### src/rtl/opt_pkg.sv
package opt_pkg;
    typedef enum logic [1:0] {
        OP_NOP = 2'b00,
        OP_ACT = 2'b01,
        OP_PRE = 2'b10,
        OP_RSV = 2'b11
    } cmd_op_e;

    typedef enum logic [1:0] {
        RES_IDLE = 2'b00,
        RES_HIT  = 2'b01,
        RES_MISS = 2'b10
    } page_res_e;

    // byte offset bits of the smallest page (9 column lines x 8 bytes)
    localparam int unsigned BASE_SHIFT = 12;
endpackage

### src/rtl/page_split.sv
module page_split
    import opt_pkg::*;
#(
    parameter int unsigned ADDR_W = 27,
    parameter int unsigned PAGE_W = ADDR_W - BASE_SHIFT
) (
    input  logic [ADDR_W-1:0] addr,
    input  logic [1:0]        sel,
    output logic [PAGE_W-1:0] page
);
    logic [1:0]        extra;
    logic [ADDR_W-1:0] shifted;

    always_comb begin
        extra   = (sel == 2'd3) ? 2'd2 : sel;
        shifted = addr >> (BASE_SHIFT + 32'(extra));
        page    = shifted[PAGE_W-1:0];
    end
endmodule

### src/rtl/row_tracker.sv
module row_tracker
    import opt_pkg::*;
#(
    parameter int unsigned BANKS  = 4,
    parameter int unsigned PAGE_W = 15,
    localparam int unsigned BK_W  = $clog2(BANKS)
) (
    input  logic              clk,
    input  logic              rst_n,
    input  logic              clr_all,
    input  logic              act_en,
    input  logic              pre_en,
    input  logic              full_bank,
    input  logic [BK_W-1:0]   cmd_bank,
    input  logic [PAGE_W-1:0] cmd_page,
    input  logic [BK_W-1:0]   lk_bank,
    input  logic [PAGE_W-1:0] lk_page,
    output logic [1:0]        lk_res
);
    typedef struct packed {
        logic [BANKS-1:0]             vld;
        logic [BANKS-1:0][PAGE_W-1:0] tag;
    } row_state_t;

    row_state_t st_d, st_q;
    logic [BK_W-1:0] cb_eff, lb_eff;

    always_comb begin
        cb_eff = cmd_bank;
        lb_eff = lk_bank;
        if (!full_bank) begin
            cb_eff[BK_W-1] = 1'b0;
            lb_eff[BK_W-1] = 1'b0;
        end

        st_d = st_q;
        if (clr_all) begin
            st_d.vld = '0;
        end else if (act_en) begin
            st_d.vld[cb_eff] = 1'b1;
            st_d.tag[cb_eff] = cmd_page;
        end else if (pre_en) begin
            st_d.vld[cb_eff] = 1'b0;
        end

        if (!st_q.vld[lb_eff])
            lk_res = RES_IDLE;
        else if (st_q.tag[lb_eff] == lk_page)
            lk_res = RES_HIT;
        else
            lk_res = RES_MISS;
    end

    always_ff @(posedge clk or negedge rst_n) begin
        if (!rst_n) st_q <= '0;
        else        st_q <= st_d;
    end

    a_r3_act_opens: assert property (@(posedge clk) disable iff (!rst_n)
        act_en && !clr_all |=> st_q.vld[$past(cb_eff)] &&
                               st_q.tag[$past(cb_eff)] == $past(cmd_page));

    a_r4_pre_closes: assert property (@(posedge clk) disable iff (!rst_n)
        pre_en && !act_en && !clr_all |=> !st_q.vld[$past(cb_eff)]);

    a_r5_row_cleared: assert property (@(posedge clk) disable iff (!rst_n)
        clr_all |=> st_q.vld == '0);

    a_r7_upper_kept: assert property (@(posedge clk) disable iff (!rst_n)
        (act_en || pre_en) && !clr_all && !full_bank |=>
            $stable(st_q.vld[BANKS-1:BANKS/2]));
endmodule

### src/rtl/open_page_tracker.sv
module open_page_tracker
    import opt_pkg::*;
#(
    parameter int unsigned ROWS   = 8,
    parameter int unsigned BANKS  = 4,
    parameter int unsigned ADDR_W = 27,
    localparam int unsigned ROW_W  = $clog2(ROWS),
    localparam int unsigned BK_W   = $clog2(BANKS),
    localparam int unsigned PAGE_W = ADDR_W - BASE_SHIFT
) (
    input  logic                clk,
    input  logic                rst_n,
    input  logic [2*ROWS-1:0]   cfg_col_sel,
    input  logic [ROWS-1:0]     cfg_full_bank,
    input  logic [1:0]          cmd_op,
    input  logic [ROW_W-1:0]    cmd_row,
    input  logic [BK_W-1:0]     cmd_bank,
    input  logic [ADDR_W-1:0]   cmd_addr,
    input  logic                pre_all,
    input  logic [ROW_W-1:0]    lk_row,
    input  logic [BK_W-1:0]     lk_bank,
    input  logic [ADDR_W-1:0]   lk_addr,
    output logic [1:0]          lk_res
);
    logic [PAGE_W-1:0] cmd_page, lk_page;
    logic [1:0]        cmd_sel, lk_sel;
    logic [ROWS-1:0]   act_vec, pre_vec;
    logic [1:0]        row_res [ROWS];

    always_comb begin
        cmd_sel = cfg_col_sel[2*cmd_row +: 2];
        lk_sel  = cfg_col_sel[2*lk_row +: 2];
    end

    page_split #(.ADDR_W(ADDR_W), .PAGE_W(PAGE_W)) u_cmd_split (
        .addr(cmd_addr), .sel(cmd_sel), .page(cmd_page)
    );

    page_split #(.ADDR_W(ADDR_W), .PAGE_W(PAGE_W)) u_lk_split (
        .addr(lk_addr), .sel(lk_sel), .page(lk_page)
    );

    for (genvar r = 0; r < ROWS; r++) begin : g_row
        always_comb begin
            act_vec[r] = (cmd_op == OP_ACT) && (cmd_row == ROW_W'(r));
            pre_vec[r] = (cmd_op == OP_PRE) && (cmd_row == ROW_W'(r));
        end

        row_tracker #(.BANKS(BANKS), .PAGE_W(PAGE_W)) u_row (
            .clk       (clk),
            .rst_n     (rst_n),
            .clr_all   (pre_all),
            .act_en    (act_vec[r]),
            .pre_en    (pre_vec[r]),
            .full_bank (cfg_full_bank[r]),
            .cmd_bank  (cmd_bank),
            .cmd_page  (cmd_page),
            .lk_bank   (lk_bank),
            .lk_page   (lk_page),
            .lk_res    (row_res[r])
        );
    end

    assign lk_res = row_res[lk_row];

    a_r8_one_row: assert property (@(posedge clk) disable iff (!rst_n)
        $onehot0(act_vec | pre_vec));

    a_r2_no_code3: assert property (@(posedge clk) disable iff (!rst_n)
        lk_res != 2'b11);

    a_r5_all_idle: assert property (@(posedge clk) disable iff (!rst_n)
        pre_all |=> lk_res == RES_IDLE);
endmodule

### config.mk
export PLATFORM = sky130hd
export DESIGN_NAME = open_page_tracker
export DESIGN_NICKNAME = d
export VERILOG_FILES = /design/src/rtl/opt_pkg.sv /design/src/rtl/page_split.sv /design/src/rtl/row_tracker.sv /design/src/rtl/open_page_tracker.sv
export SDC_FILE = /design/constraint.sdc
export NUM_CORES = 1
export LEC_CHECK = 0
export BUFFER_PORTS_ARGS = -buffer_cell sky130_fd_sc_hd__buf_2
export CAP_MARGIN = 5
export CELL_PAD_IN_SITES_DETAIL_PLACEMENT = 1
export CELL_PAD_IN_SITES_GLOBAL_PLACEMENT = 2
export CORE_UTILIZATION = 35
export DETAILED_ROUTE_END_ITERATION = 8
export GPL_TIMING_DRIVEN = 0
export PLACE_DENSITY = 0.69
export SKIP_CTS_REPAIR_TIMING = 1
export SYNTH_ARGS = -nofsm -noshare
export SYNTH_HDL_FRONTEND = slang
export SYNTH_SLANG_ARGS = --single-unit
export TNS_END_PERCENT = 30
### constraint.sdc
create_clock -name clk -period 4.65 [get_ports clk]
set_input_delay 0.2325 -clock clk [delete_from_list [all_inputs] [get_ports clk]]
set_output_delay 0.2325 -clock clk [all_outputs]
set_load 0.05 [all_outputs]
* After elaboration in Yosys (flattened, before gate mapping)
Index checks and enable logic that the tools add are counted.
Word-level totals: flip-flop bits (word level) 512, bits of input ports 93, output and inout port bits 2
Cells by class: add/subtract/negate cells 2, magnitude comparators 25, equal/unequal tests 19, shifts and indexed selects 4, multiplexer cells 133, bitwise operators 26, reduce and logical (&&, ||, !) cells 41
Operators by type and width (number):
- $bwmux W60 | 8
- $bmux W15 S2 | 8
- $demux W15 S2 | 8
- $mux W15 | 16
- $eq A15 B15 Y1 | 8
- $mux W4 | 24
- $shr A27 B32 Y15 | 2
- $lt A2 B3 Y1 const B | 16
- $mux W2 | 20
- $and A4 B4 Y4 | 8
- $mux W1 | 32
- $not A4 Y4 | 8
- $or A4 B4 Y4 | 8
- $shiftx A16 B5 Y2 | 2
- $logic_and A1 B1 Y1 | 24
- $reduce_bool A3 Y1 | 8
- $bmux W1 S2 | 8
- $demux W1 S2 | 8
- $ge A2 B1 Y1 const B | 8
- $reduce_and A2 Y1 | 8
- $eq A3 B3 Y1 const B | 4
- $add A4 B2 Y5 const A | 2
- $bmux W2 S3 | 1
- $eq A2 B2 Y1 const B | 3
- 7 further kinds | 8

* Longest topological paths before layout
Gate-level depths: netlist of the first run.
word-level depth 11, depth in mapped cells 15

* By module
From an unflattened synthesis of the first run, not the netlist that was laid out.
Second synthesis, totals: cell total of the unflattened synthesis 1692, area total of the unflattened synthesis 25380.6 µm²
By module, submodules not included:
- row_tracker | times used 8, cells an instance 194, area an instance 3029.2 µm²
- page_split | times used 2, cells an instance 47, area an instance 311.5 µm²
- open_page_tracker | times used 1, cells an instance 46, area an instance 524.3 µm²

* Least setup slack after synthesis of the first run
Ideal clock, no wire load.
kind input to output, start point in lk_bank[1], end point out lk_res[0], arrival time 4.094 ns, data required time 4.418 ns, setup slack 0.323 ns, stages 12, cells stage by stage buf_2 > nand2_1 > buf_2 > mux4_2 > inv_1 > o22ai_1 > a21oi_1 > nand3_1 > a21o_1 > or4_1 > o221a_1 > o31ai_1
On the way: cells in the longest elaborated chain, start to end 9
Ends and longest elaborated chain:
- start: declaration | RTL line open_page_tracker.sv:21 | input logic [BK_W-1:0] lk_bank,
- $mux W1 | RTL line row_tracker.sv:31 | if (!full_bank) begin
- $bmux W15 S2 | RTL line row_tracker.sv:48 | else if (st_q.tag[lb_eff] == lk_page)
- $mux W15 (implied by the code) | RTL line row_tracker.sv:48
- $eq A15 B15 Y1 | RTL line row_tracker.sv:48
- $mux W2 | RTL line row_tracker.sv:48
- $mux W2 | RTL line row_tracker.sv:46 | if (!st_q.vld[lb_eff])
- $bmux W2 S3 * | RTL line open_page_tracker.sv:64 | assign lk_res = row_res[lk_row];
- $mux W2 (implied by the code) * (2 in series) | RTL line open_page_tracker.sv:64
- end: declaration | RTL line open_page_tracker.sv:23 | output logic [1:0] lk_res
Every way passes the cells marked *; elsewhere a longest branch is shown, timed or not. The select of a mux whose other input is x is not followed.

* Worst setup path in the final report of the first run
start point in lk_row[1], end point out lk_res[0]
On the way: cells in the longest elaborated chain, start to end 11
Ends and longest elaborated chain:
- start: declaration | RTL line open_page_tracker.sv:20 | input logic [ROW_W-1:0] lk_row,
- $shiftx A16 B5 Y2 | RTL line open_page_tracker.sv:32 | lk_sel = cfg_col_sel[2*lk_row +: 2];
- $eq A2 B2 Y1 | RTL line page_split.sv:15 | extra = (sel == 2'd3) ? 2'd2 : sel;
- $mux W2 | RTL line page_split.sv:15
- $add A4 B2 Y5 | RTL line page_split.sv:16 | shifted = addr >> (BASE_SHIFT + 32'(extra));
- $shr A27 B32 Y15 | RTL line page_split.sv:16
- $eq A15 B15 Y1 | RTL line row_tracker.sv:48
- $mux W2 | RTL line row_tracker.sv:48
- $mux W2 | RTL line row_tracker.sv:46
- $bmux W2 S3 * | RTL line open_page_tracker.sv:64
- $mux W2 (implied by the code) * (2 in series) | RTL line open_page_tracker.sv:64
Marks and branches as above.

==> results of run 1 <==
## stage by stage
stage	instances	area (sq um)	setup TNS, ns	total power, uW	hold slack, ns
finish	3603	29190	0	12300	-0.004164
detailed placement	3491	27000	-4.965	7562	0.3308
floorplan	2480	25400	0	6490	-0.06309
global route	3601	29180	-0.001176	12750	0.005927
CTS	3598	28980	-3.187	12310	-0.3530
global placement	3486	26860	-3665.90	7452	0.4558
## Yosys cell counts, types with 4 or more instances
cell / count
a2111oi_0: 5
a21o_1: 19
a21oi_1: 68
a22oi_1: 5
a31o_2: 12
a31oi_1: 14
a41oi_1: 10
buf_1: 17
buf_2: 16
clkbuf_1: 178
dfrtp_1: 512
inv_1: 10
mux2_2: 7
mux2i_1: 25
mux2i_4: 8
mux4_2: 135
nand2_1: 555
nand3_1: 32
nand4_1: 16
nor2_1: 42
nor2b_1: 13
nor3_1: 9
nor3b_1: 4
nor4_1: 11
o21ai_0: 518
o22ai_1: 11
or2_2: 16
or4_1: 5
xnor2_1: 102
xor2_1: 48
## logic make-up after synthesis
| family | after synthesis | synth area share [%] |
|---|---|---|
| DFF | 512 | 50.45 |
| AOI/OAI and AO/OA | 697 | 15.01 |
| xor gates and xnor gates | 150 | 5.173 |
| and+or+nand+nor | 714 | 11.58 |
| muxes | 179 | 14.20 |
| buffers and inverters | 228 | 3.587 |
## worst max-delay path: stages
cell      delay [ns]
buf_2           0.21
mux4_2          0.64
buf_6           0.22
buf_12          0.17
mux2i_2         0.43
mux2_4          0.38
o221ai_1        0.13
a21o_1          0.17
or4_1           0.68
o221a_1         0.34
o31ai_1         0.44
clkbuf_4        0.34
## routing by layer
layer  global-route usage, %  wire length (um)
met1                   41.30             47950
met2                   47.10             50510
met3                   4.219              5983
met4                   12.51              4883
met5                       0                 0
## layout make-up
type	count	area share, %
inverter	13	0.1672
buffer	215	3.219
timing repair buffer	64	1.560
clock inverter	14	0.6001
sequential	512	43.89
tap	950	4.072
antenna	2	0.01715
multi-input combinational	1740	40.29
clock buffer	93	6.177
## how the worst min path moves through the flow
stage	slack, ns	to
CTS	-0.35	g_row[4].u_row.st_q[5]
detailed placement	0.33	g_row[4].u_row.st_q[5]
floorplan	-0.06	g_row[0].u_row.st_q[0]
finish	-0.004	g_row[0].u_row.st_q[63]
global placement	0.46	g_row[5].u_row.st_q[27]
global route	0.006	g_row[5].u_row.st_q[63]
## power groups by stage
stage | clock network (uW) | registers, uW | logic (uW)
6_report | 4750 | 5120 | 2430
5_1_grt | 4980 | 5160 | 2600
4_1_cts | 4820 | 5110 | 2380
3_5_place_dp | 0 | 5190 | 2370
3_3_place_gp | 0 | 5170 | 2290
2_1_floorplan | 0 | 5110 | 1380
==> out/metrics.cfg, run 1 <==
[outcome]
status=complete, but fails checks
violations=negative hold slack

[place]
numPortBuffers=56
post-dp-hpwl_um=78370
finalWeightedCongestion=0.8749
place_ws_ns=-1.653

[pwr]
clockPowerShare_pct=38.6
switching_share_pct=31.22
peakVddDrop_mv=0.3125
power_frac_seq_pct=41.6
p_leak_uw=0.01233
powerDensity_mw_per_mm2=421.4
pwr-share-comb_pct=19.8
p_int_uw=8461
switching_power_uw=3840

[sta]
finalCriticalPeriod_ns=4.643
drv_slew=0
hold_viol_final=1
timing.hold.ws_ns=-0.004164
relSlewSlack_pct=11.97
finClkSkew_ns=0
clock.fmax_mhz=215.4
fin_ws_ns=0.007333
fin_crit_sh_pct=99.84
tightest_slew_ns=1.307
finalSetupViolations=0

[route]
drtIter0Drc=1565
drtPass1Iterations=5
dr_total_vias=21006
wire_per_inst_um=30.34
vias_per_cell=5.830
ant_nets=0
drt-total-wl_um=109300
drcViolationCount=0

[worst_setup_path]
cp-startpoint=lk_row[1]
worst-r2r-cell-count=2
critPathLaunchType=primary input
cp-endpoint=lk_res[0]
crit_path_end_kind=primary output
cp.required_ns=4.42
crit_type=primary input to primary output
r2r-end=g_row[6].u_row.st_q[62]
r2r-start=g_row[6].u_row.st_q[62]
reg2reg_slack_ns=3.87
crit_arrival_ns=4.41
cp_max_fo=10

[clock_tree]
clk_pin_slew_ns=0.06
insertion_delay_ns=0.65
cts-root-buf=clkbuf_16
h-tree-depth=2
cts_buffers=58
numClockSinks=512
cts_tree=built
clock_path_buffers=3

[synthesis]
ys_seq_elements=512
syn-num-nets=2573
syn_area_sq_mm=0.02540
synth_cells=2480
seq_area_frac_synth_pct=50.45
async_flop_share_pct=100.0
yosys_warnings=0
yosysUniqueCellTypes=66
synth_top_area_share_pct=50.45
synth_largest_area_cell=dfrtp_1
ys_top_cells_by_area=dfrtp_1, mux4_2, o21ai_0
synth_ff_type=dfrtp_1
avgSynthCellArea_sq_um=10.24
synth_edf_count=0

[worst_hold_path]
hold_path.class=primary input to flop
worstHoldStart=cfg_full_bank[0]
hold_depth=3

[layout]
drive_above_1_share_pct=14.75
num-fill-cells=8024
nNetsFinal=2697
largest_reg_flops=512
layout_commonest_cell=nand2_1
largestRegisters=g_row.u_row.st_q (512)
top_register=g_row.u_row.st_q
final_util_pct=40.76
synthToLayoutAreaGrowth_pct=14.94
most-common-layout-cells=nand2_1, o21ai_0, dfrtp_1
multiInputGateArea_sq_mm=0.01176
regArea_sq_mm=0.01281

[floorplanning]
die_h_um=271.4
fp.dieArea_sq_mm=0.07364
initial_core_util_pct=35.46
ioPinCount=95
die_w_um=271.4
floorplan.rows=98
coreArea_sq_mm=0.07161

[global_routing]
grt_pass1_wl_um=159400
grt_pass1_vias=22152
grt_start_max_net_pins=123
grtUsageTotal_pct=29.88
antenna_found_initial=3
globalRouteOverflowTotal=0

[job]
max_cap_viol_count=0

No activity file was read; power rests on OpenSTA's default activity.
==> run 2, diff against run 1 <==
--- a/config.mk
+++ b/config.mk
@@ -9,6 +9,7 @@
 export CAP_MARGIN = 5
 export CELL_PAD_IN_SITES_DETAIL_PLACEMENT = 1
 export CELL_PAD_IN_SITES_GLOBAL_PLACEMENT = 2
+export CORE_MARGIN = 3
 export CORE_UTILIZATION = 35
 export DETAILED_ROUTE_END_ITERATION = 8
 export GPL_TIMING_DRIVEN = 0
==> constraint.sdc (replaced) <==
create_clock -name clk -period 4.65 [get_ports clk]
set_input_delay 0 -clock clk [delete_from_list [all_inputs] [get_ports clk]]
set_output_delay 0 -clock clk [all_outputs]
set_load 0.05 [all_outputs]
==> run 2 against run 1 <==
Compared with the run above: the flow still finishes with violations (negative hold slack); non-clock buffer count up 20; global-route usage is 1.4 points lower; clock skew unchanged; die area rose by 3.0%; flip-flop and latch count did not move; sequential power barely moved; core utilization about the same; fmax increased by 3.6%; hold slack got worse by 0.026 ns; setup slack gained 0.16 ns; register-to-register slack is essentially flat; clock power fell by 2%; largest power group unchanged.
==> out/metrics.cfg, run 2 (synthesized netlist as in run 1, its figures left out) <==
[sta]
hold_viol_final=2  ; +1
setup_tns_ns=0  ; unchanged
finalSetupViolations=0  ; unchanged
finClkSkew_ns=0  ; unchanged
timing.hold.ws_ns=-0.03065  ; -0.02649 ns
finalCriticalPeriod_ns=4.481  ; -0.1619 ns
drv_slew=0  ; unchanged
tightest_slew_ns=1.395  ; +0.08813 ns
rsz0062_at_grt=no
relSlewSlack_pct=7.015  ; -5.0 points
clock.fmax_mhz=223.2  ; +3.6%
fin_crit_sh_pct=96.36  ; -3.5 points

[floorplanning]
ioPinCount=95  ; unchanged
floorplan.rows=98  ; unchanged
coreArea_sq_mm=0.07173  ; +0.17%
die_w_um=275.4  ; +1.5%
fp.dieArea_sq_mm=0.07583  ; +3.0%
initial_core_util_pct=35.40  ; -0.061 points
die_h_um=275.4  ; +1.5%

[layout]
top_register=g_row.u_row.st_q
finalInstanceArea_sq_mm=0.02925  ; +0.19%
layout_commonest_cell=nand2_1
num-fill-cells=8013  ; -0.14%
most-common-layout-cells=nand2_1, dfrtp_1, o21ai_0
largestRegisters=g_row.u_row.st_q (512)
multiInputGateArea_sq_mm=0.01169  ; -0.57%
regArea_sq_mm=0.01281  ; unchanged
nNetsFinal=2717  ; +0.74%
drive_above_1_share_pct=14.14  ; -0.61 points
synthToLayoutAreaGrowth_pct=15.16
largest_reg_flops=512  ; unchanged

[worst_setup_path]
reg2reg_slack_ns=3.87  ; about the same
crit_arrival_ns=4.48  ; +0.07 ns
cp_slowest_cell=clkbuf_4
crit_top_cell=clkbuf_4
crit_type=primary input to primary output
crit_chain=buf_2 -> clkbuf_4 -> buf_4 -> clkbuf_4 -> clkbuf_4 -> mux4_2 -> nand2_1 -> o21ai_0 -> o41ai_1 -> o2111ai_1 -> a211oi_2 -> a311oi_1 -> o31ai_1 -> buf_2
cp_max_fo=10  ; unchanged
worst-r2r-cell-count=2  ; unchanged
critPathLaunchType=primary input
cp.required_ns=4.65  ; +0.23 ns
crit_path_end_kind=primary output
r2r-start=g_row[4].u_row.st_q[37]
slowest_delay_ns=0.47  ; -0.21 ns
r2r-end=g_row[4].u_row.st_q[37]
cp-endpoint=lk_res[0]
cp-startpoint=lk_bank[0]

[global_routing]
grtUsageTotal_pct=28.45  ; -1.4 points
grt_pass1_wl_um=154700  ; -3.0%
antenna_found_initial=8  ; +5
globalRouteOverflowTotal=0  ; unchanged
grt_pass1_vias=21850  ; -1.4%
grt_start_max_net_pins=117  ; -4.9%

[pwr]
powerDensity_mw_per_mm2=416.4  ; -1.2%
peakVddDrop_mv=0.2915  ; -6.7%
p_leak_uw=0.01237  ; +0.35%

[clock_tree]
clock_path_buffers=3  ; unchanged
cts_buffers=58  ; unchanged
cts_tree=built
numClockSinks=512  ; unchanged
clk_pin_slew_ns=0.06  ; about the same
h-tree-depth=2  ; unchanged
insertion_delay_ns=0.62  ; -0.03 ns
cts-root-buf=clkbuf_16

[place]
finalWeightedCongestion=0.9196  ; +5.1%
post-dp-hpwl_um=77850  ; -0.66%
numPortBuffers=56  ; unchanged
placed_cell_area_sq_mm=0.02706  ; +0.21%

[route]
drt-total-wl_um=107400  ; -1.7%
drcViolationCount=0  ; unchanged
drtPass1Iterations=5  ; unchanged
drtIter0Drc=1710  ; +9.3%
dr_total_vias=20893  ; -0.54%
ant_nets=0  ; unchanged
wire_per_inst_um=29.68  ; -2.2%
vias_per_cell=5.773  ; -0.98%

[outcome]
violations=negative hold slack
status=complete, but fails checks

[worst_hold_path]
hold_path.class=primary input to flop

[job]
max_cap_viol_count=0  ; unchanged

## run 2: area by class of cell
class	instances	area share, %
antenna	3	0.02567
buffer	215	3.097
clock buffer	86	5.836
clock inverter	16	0.7273
inverter	13	0.1669
multi-input combinational	1740	39.98
sequential	512	43.81
tap	950	4.064
timing repair buffer	84	2.289
## run 2: stage by stage
stage	total power, uW	worst slack [ns]	utilization (%)	cells	hold slack (ns)
3_3_place_gp	7420	-6.984	37.45	3486	0.4013
5_1_grt	12680	0.06752	40.76	3617	0.01272
3_5_place_dp	7538	-1.743	37.72	3496	-0.1052
6_report	12180	0.1692	40.77	3619	-0.03065
2_1_floorplan	6490	0.7884	-	2480	-0.2956
4_1_cts	12220	-1.745	40.40	3598	-0.7674
## run 2: worst min-delay path by stage
stage | depth (start not counted) | startpoint | end | slack [ns]
after floorplan | 0 | rst_n | g_row[0].u_row.st_q[0] | -0.30
after global placement | 3 | cfg_full_bank[4] | g_row[4].u_row.st_q[63] | 0.40
after detailed placement | 1 | rst_n | g_row[4].u_row.st_q[16] | -0.11
after CTS | 1 | rst_n | g_row[4].u_row.st_q[16] | -0.77
after global routing | 4 | cmd_addr[25] | g_row[1].u_row.st_q[43] | 0.01
final | 4 | cmd_addr[25] | g_row[1].u_row.st_q[43] | -0.03
## run 2: power breakdown
group / switching (uW) / internal [uW] / leakage (uW) / total (uW)
sequential: 241 / 4890 / 0.00696 / 5130
clock: 1920 / 2750 / 0.000943 / 4670
combinational: 1560 / 819 / 0.00447 / 2380
## run 2: per-layer routing
| layer | GRT usage (%) | routed length [um] | up-vias |
|---|---|---|---|
| met5 | 0 | 45 | - |
| met4 | 9.880 | 3540 | 6 |
| met3 | 8.206 | 8670 | 161 |
| met2 | 44.20 | 48850 | 675 |
| met1 | 38.15 | 46320 | 11038 |
| li1 | - | - | 9013 |
## run 2: critical path: cells and delay by family
family	cells	cell delay [ns]
multiplexers	1	0.46
AND/OR/NAND/NOR	1	0.11
buffers and inverters	6	2.13
AO/OA/AOI/OAI	6	1.73
